[src/rtl/chario_pkg.sv]
package chario_pkg;

    localparam int CHAR_W    = 8;
    localparam int OFS_W     = 2;
    localparam int STAT_BITS = 3;

    typedef logic [CHAR_W-1:0] char_t;

    typedef enum logic [OFS_W-1:0] {
        REG_KEY  = 2'd0,
        REG_SHOW = 2'd1,
        REG_STAT = 2'd2,
        REG_NONE = 2'd3
    } reg_sel_e;

    // packed: first member is the most significant bit
    typedef struct packed {
        logic ovr;
        logic out_rdy;
        logic in_full;
    } stat_t;

    function automatic char_t pack_status(stat_t s);
        return {{(CHAR_W-STAT_BITS){1'b0}}, s};
    endfunction

endpackage

[src/rtl/chario_decode.sv]
module chario_decode
    import chario_pkg::*;
#(
    parameter int                ADDR_W = 16,
    parameter logic [ADDR_W-1:0] BASE   = 'h40
) (
    input  logic [ADDR_W-1:0] addr,
    input  logic              rd,
    input  logic              wr,
    output logic              hit,
    output reg_sel_e          sel,
    output logic              key_rd,
    output logic              show_wr,
    output logic              stat_rd
);
    localparam int TAG_W = ADDR_W - OFS_W;

    logic [TAG_W-1:0] tag;
    logic             win;

    always_comb begin
        tag     = addr[ADDR_W-1:OFS_W];
        win     = (tag == BASE[ADDR_W-1:OFS_W]);
        sel     = reg_sel_e'(addr[OFS_W-1:0]);
        hit     = win && (sel != REG_NONE);
        key_rd  = hit && rd && (sel == REG_KEY);
        show_wr = hit && wr && (sel == REG_SHOW);
        stat_rd = hit && rd && (sel == REG_STAT);
    end
endmodule

[src/rtl/chario_rx.sv]
module chario_rx
    import chario_pkg::*;
(
    input  logic  clk,
    input  logic  rst,
    input  logic  strobe,
    input  char_t code,
    input  logic  key_rd,
    input  logic  stat_rd,
    output char_t key_buf,
    output logic  in_full,
    output logic  ovr
);
    logic ovr_set;

    always_comb ovr_set = strobe && in_full && !key_rd;

    always_ff @(posedge clk) begin
        if (rst) begin
            key_buf <= '0;
            in_full <= 1'b0;
            ovr     <= 1'b0;
        end else begin
            if (strobe) begin
                key_buf <= code;
                in_full <= 1'b1;
            end else if (key_rd) begin
                in_full <= 1'b0;
            end
            ovr <= ovr_set || (ovr && !stat_rd);
        end
    end
endmodule

[src/rtl/chario_tx.sv]
module chario_tx
    import chario_pkg::*;
(
    input  logic  clk,
    input  logic  rst,
    input  logic  show_wr,
    input  char_t wdata,
    input  logic  done,
    output char_t show_buf,
    output logic  out_rdy
);
    logic done_q;

    always_ff @(posedge clk) begin
        if (rst) begin
            show_buf <= '0;
            out_rdy  <= 1'b1;
            done_q   <= 1'b0;
        end else begin
            done_q <= done && !out_rdy && !show_wr;
            if (show_wr) begin
                show_buf <= wdata;
                out_rdy  <= 1'b0;
            end else if (done_q) begin
                out_rdy <= 1'b1;
            end
        end
    end
endmodule

[src/rtl/chario_port.sv]
module chario_port
    import chario_pkg::*;
#(
    parameter int                ADDR_W = 16,
    parameter logic [ADDR_W-1:0] BASE   = 'h40
) (
    input  logic              clk,
    input  logic              rst,
    input  logic [ADDR_W-1:0] bus_addr,
    input  logic              bus_rd,
    input  logic              bus_wr,
    input  logic [7:0]        bus_wdata,
    output logic [7:0]        bus_rdata,
    input  logic              key_strobe,
    input  logic [7:0]        key_code,
    output logic              disp_valid,
    output logic [7:0]        disp_code,
    input  logic              disp_done
);
    logic     hit, key_rd, show_wr, stat_rd;
    reg_sel_e sel;
    char_t    key_buf, show_buf;
    logic     in_full, out_rdy, ovr;
    stat_t    stat;

    chario_decode #(.ADDR_W(ADDR_W), .BASE(BASE)) u_dec (
        .addr(bus_addr), .rd(bus_rd), .wr(bus_wr), .hit(hit), .sel(sel),
        .key_rd(key_rd), .show_wr(show_wr), .stat_rd(stat_rd)
    );

    chario_rx u_rx (
        .clk(clk), .rst(rst), .strobe(key_strobe), .code(key_code),
        .key_rd(key_rd), .stat_rd(stat_rd), .key_buf(key_buf),
        .in_full(in_full), .ovr(ovr)
    );

    chario_tx u_tx (
        .clk(clk), .rst(rst), .show_wr(show_wr), .wdata(bus_wdata),
        .done(disp_done), .show_buf(show_buf), .out_rdy(out_rdy)
    );

    always_comb begin
        stat = '{ovr: ovr, out_rdy: out_rdy, in_full: in_full};
        bus_rdata = '0;
        if (bus_rd && hit) begin
            unique case (sel)
                REG_KEY:  bus_rdata = key_buf;
                REG_SHOW: bus_rdata = show_buf;
                REG_STAT: bus_rdata = pack_status(stat);
                default:  bus_rdata = '0;
            endcase
        end
        disp_valid = !out_rdy;
        disp_code  = show_buf;
    end
endmodule

[config.mk]
export PLATFORM = sky130hd
export DESIGN_NAME = chario_port
export DESIGN_NICKNAME = d
export VERILOG_FILES = /design/src/rtl/chario_pkg.sv /design/src/rtl/chario_decode.sv /design/src/rtl/chario_rx.sv /design/src/rtl/chario_tx.sv /design/src/rtl/chario_port.sv
export SDC_FILE = /design/constraint.sdc
export NUM_CORES = 1
export LEC_CHECK = 0
export ABC_CLOCK_PERIOD_IN_PS = 2400
export CORE_UTILIZATION = 42
export DETAILED_ROUTE_END_ITERATION = 8
export GPL_ROUTABILITY_DRIVEN = 0
export PLACE_DENSITY = 0.84
export SLEW_MARGIN = 25
export SYNTH_ARGS = -nofsm -noshare
export SYNTH_HDL_FRONTEND = slang
export SYNTH_SLANG_ARGS = --single-unit
[constraint.sdc]
create_clock -name clk -period 2.4 [get_ports clk]
set_input_delay 0.24 -clock clk [delete_from_list [all_inputs] [get_ports clk]]
set_output_delay 0.24 -clock clk [all_outputs]
set_load 0.01 [all_outputs]
# ---- Word level (Yosys, flattened, before mapping)
# Cells that the tools add are included.
dict set report op_classes {
  muxes 6
  n_reduce_logical 19
  n_eq_ne 4
}
# op n
set ops {}
lappend ops {{8-bit one-hot mux with 3 select lines} 1}
lappend ops {{14-bit by 5-bit equality test with 1-bit output (second input constant)} 1}
lappend ops {{1-bit logical AND} 11}
lappend ops {{8-bit two-way mux} 1}
lappend ops {{1-bit zero test} 4}
lappend ops {{1-bit two-way mux} 4}
lappend ops {{2-bit nonzero test} 2}
lappend ops {{2-bit by 1-bit equality test with 1-bit output (second input constant)} 1}
lappend ops {{2-bit equality test (second input constant)} 1}
lappend ops {{2-bit zero test} 1}
lappend ops {{2-bit inequality test (second input constant)} 1}
lappend ops {{1-bit logical OR} 1}
dict set report totals {
  input_bits 38
  regBits 20
}

# ---- Longest topological paths before layout
dict set report depth {
  ltp_word 7
  mapped_depth 5
}

# ---- By module
# Synthesis repeated with hierarchy kept, for this count alone.
dict set report unflattened {
  cells_unflattened 105
  hier_area_um2 1002.2
}
# module instances cells_per_inst seq_area_each_um2 area_per_inst_um2
set modules_own_cells {}
lappend modules_own_cells {chario_rx 1 33 200.2 362.8}
lappend modules_own_cells {chario_tx 1 31 200.2 361.6}
lappend modules_own_cells {chario_port 1 26 0.0 176.4}
lappend modules_own_cells {chario_decode 1 15 0.0 101.3}

# ---- Worst setup path after synthesis
# Ideal clock, no wire load.
dict set report synth_timing {
  kind {in2out}
  from {in bus_addr[1]}
  to {out bus_rdata[3]}
  required_time_ns 2.160
  arrival_ns 1.072
  setup_slack_ns 1.088
  path_stages 4
  path_cell_list {buf_6 nor4b_1 nand4_1 nor2_1}
}
dict set report synth_via {
  elab_chain_len 4
  elab_cells_between_ends 8
  cone_classes {3 x eq/ne; 2 x mux; 3 x reduce/logical}
}
# element line_no
set synth_rtl {}
lappend synth_rtl {{start: declaration} chario_port.sv:9} ;# input logic [ADDR_W-1:0] bus_addr,
lappend synth_rtl {{branches (longest 3 deep; another with 8-bit one-hot mux with 3 select lines)} -}
lappend synth_rtl {{8-bit two-way mux *} chario_port.sv:45} ;# if (bus_rd && hit) begin
lappend synth_rtl {{end: declaration} chario_port.sv:13} ;# output logic [7:0] bus_rdata,
# Every way passes the cells marked *.

# ---- Worst setup path in the final report
dict set report layout_timing {
  from {in bus_addr[9]}
  to {out bus_rdata[7]}
}
dict set report layout_via {
  elab_chain_len 4
}
# element line_no
set layout_rtl {}
lappend layout_rtl {{14-bit by 5-bit equality test with 1-bit output} chario_decode.sv:23} ;# win = (tag == BASE[ADDR_W-1:OFS_W]);
lappend layout_rtl {{1-bit logical AND} chario_decode.sv:25} ;# hit = win && (sel != REG_NONE);
lappend layout_rtl {{1-bit logical AND} chario_port.sv:45}
lappend layout_rtl {{8-bit two-way mux} chario_port.sv:45}
# No other way between the ends.

==> impl_metrics.yaml <==
status:
  status: "finished clean"
drt:
  wirelength_um: 2800
  via_per_inst: 5.05
  drt_iter0_markers: 3
  maxUsedRoutingLayer: "met4"
  route.detailed.drc: 0
  wl_met1_um: 1020
  dr.pass1.iters: 4
  ant_nets: 0
  wl_per_cell_um: 14.0
  wl_met3_um: 347
  via_count: 1009
  wl_met2_um: 1330
yosys:
  avgSynthCellArea_um2: 9.69
  netlist_area_mm2: 0.00109
  ys_types: 24
  synth_top_area_share_pct: 36.6
  synth_area_leaders: "dfxtp_1 37%, mux2i_1 22%, nand2b_1 9.1%"
  ys_ff_latch: 20
  yosys.area.top_type: "dfxtp_1"
  syn_nets: 151
  ys_seq_area_share_pct: 36.6
  yosysWarnings: 0
  syn_inst: 113
die:
  start_util_pct: 44.2
  ios: 55
  coreArea_mm2: 0.00248
  dieArea_mm2: 0.00281
  std_cell_rows: 18
  die_w_um: 53.1
  die_y_um: 53.1
min_path:
  min_path_type: "in2reg"
clocking:
  cts.sinks: 20
  cts_tree: "done"
  cts_buffer_depth: 2
  cts_buffers: 3
  clock_latency_ps: 310
  clockRootBuffer: "clkbuf_4"
  cts_max_level: 1
  path_clk_slew_ps: 120
grt:
  grtUsageTotal_pct: 22.2
  grt_max_degree: 17
  first_global_vias: 1044
  grt.overflow.total: 0
  antenna_found_initial: 0
  grt_pass1_wl_um: 4370
worst_setup_path:
  critPathLaunchType: "primary input"
  crit_path_end_kind: "output pin"
  cp.arrival_ps: 2060
  critical_path.max_fanout: 6
  required_ps: 2160
  crit_type: "in2out"
placed_design:
  dpl.cell_count: 195
  postPlaceCellArea_mm2: 0.00167
  io_buffers: 54
  preCtsSetupSlack_ps: -35.4
  hpwl_um: 2170
sta:
  period_needed_ps: 2300
  fin_crit_sh_pct: 95.9
  holdWs_ps: 484
  timing.fmax_mhz: 434
  setup_viol: 0
  rsz0062_at_grt: "false"
  worst_slack_ps: 98.3
  skew_ps: 0.0346
  finalHoldViolCount: 0
  tightest_slew_ps: 513
  maxSlewViolCount: 0
  slew-limit-headroom_pct: 65.7
  fin_tns_setup_ps: 0
cells_and_area:
  diodes: 0
  syn_to_final_growth_pct: 57.9
  utilization_pct: 69.8
  drive_gt1_share_pct: 10.0
  fin_area_mm2: 0.00173
  fillers: 201
  fin_cells: 200
  num-nets-final: 209
flow_run:
  cap_violations: 0
pwr:
  cellLeakagePower_nw: 0.687
  power_density_mw_per_mm2: 394
  finalPower_mw: 0.681
  vdd_drop_max_uv: 438
## cell families after synthesis
family | Yosys count | synth area share [%]
buffers and inverters | 9 | 4.00
AOI/OAI and AO/OA | 8 | 4.91
muxes | 24 | 21.9
and+or+nand+nor | 52 | 32.6
DFF | 20 | 36.6
## flip-flops by register name, summed over array words and instances, names as in the netlist
name           cells
u_rx.in_full       1
u_rx.key_buf       8
u_rx.ovr           1
u_tx.done_q        1
u_tx.out_rdy       1
u_tx.show_buf      8
## final cells by class
type                            count  area [um^2]  area share [%]
Multi-Input combinational cell     84          663            38.4
Timing Repair Buffer               59          581            33.6
Sequential cell                    20          400            23.2
Tap cell                           30         37.5            2.17
Clock buffer                        4         36.3            2.10
Inverter                            3         11.3           0.651
## metal layers
layer	global-route usage, %	vias up
met2	39.0	51
met5	0	-
li1	-	501
met4	12.7	0
met1	22.3	448
met3	8.05	9
## power by group
part	internal, mW	total, mW	switching (mW)
sequential	0.342	0.348	0.00587
combinational	0.0842	0.131	0.0469
clock	0.0928	0.202	0.109
## cell usage after synthesis (all sizes together)
| library cell | n |
|---|---|
| a221oi | 1 |
| nor2 | 19 |
| nor3b | 1 |
| dfxtp | 20 |
| o21bai | 1 |
| nor3 | 5 |
| nand4 | 1 |
| a21oi | 4 |
| clkbuf | 3 |
| nand3 | 1 |
| o21ai | 1 |
| nor4 | 2 |
| nor4b | 3 |
| inv | 3 |
| buf | 3 |
| nor2b | 1 |
| nand2b | 16 |
| nand2 | 2 |
| nand4b | 1 |
| mux2i | 24 |
| a211oi | 1 |
## cells in the final DEF, fill, tap and decap left out, drive strengths merged
cell and count:
o21bai 1, nand3 1, mux2i 24, a211oi 1, clkdlybuf4s50 53, a221oi 1
dlymetal6s2s 1, nor3b 1, inv 3, nand4b 1, nor3 5, nor4b 3
dfxtp 20, nor2 19, nand4 1, a21oi 4, nand2 2, nor4 2
o21ai 1, nand2b 16, buf 5, nor2b 1, clkbuf 4
## worst paths after layout
check / start / slack, ps / cells past startpoint / to
setup / recovery: bus_addr[9] / 100 / 6 / bus_rdata[7]
hold / removal: bus_wdata[5] / 480 / 3 / u_tx.show_buf[5]
setup reg to reg: u_rx.in_full / 1380 / 4 / u_rx.ovr
hold reg to reg: u_tx.done_q / 490 / 2 / u_tx.out_rdy
## repair_timing
action | in CTS | in global routing
endpoints found under the setup margin | 4 | 4
hold buffers | 0 | 0
pin swaps | 1 | 1
gates cloned | 0 | 0
gates resized for setup | 0 | 3
setup buffers | 1 | 0
## critical path, stage by stage
cell             delay (ps)
clkdlybuf4s50_1         450
nor4b_4                 380
nand4_1                 130
buf_4                   180
nor2_1                  130
clkdlybuf4s50_1         550
(Power assumes the default switching activity.)
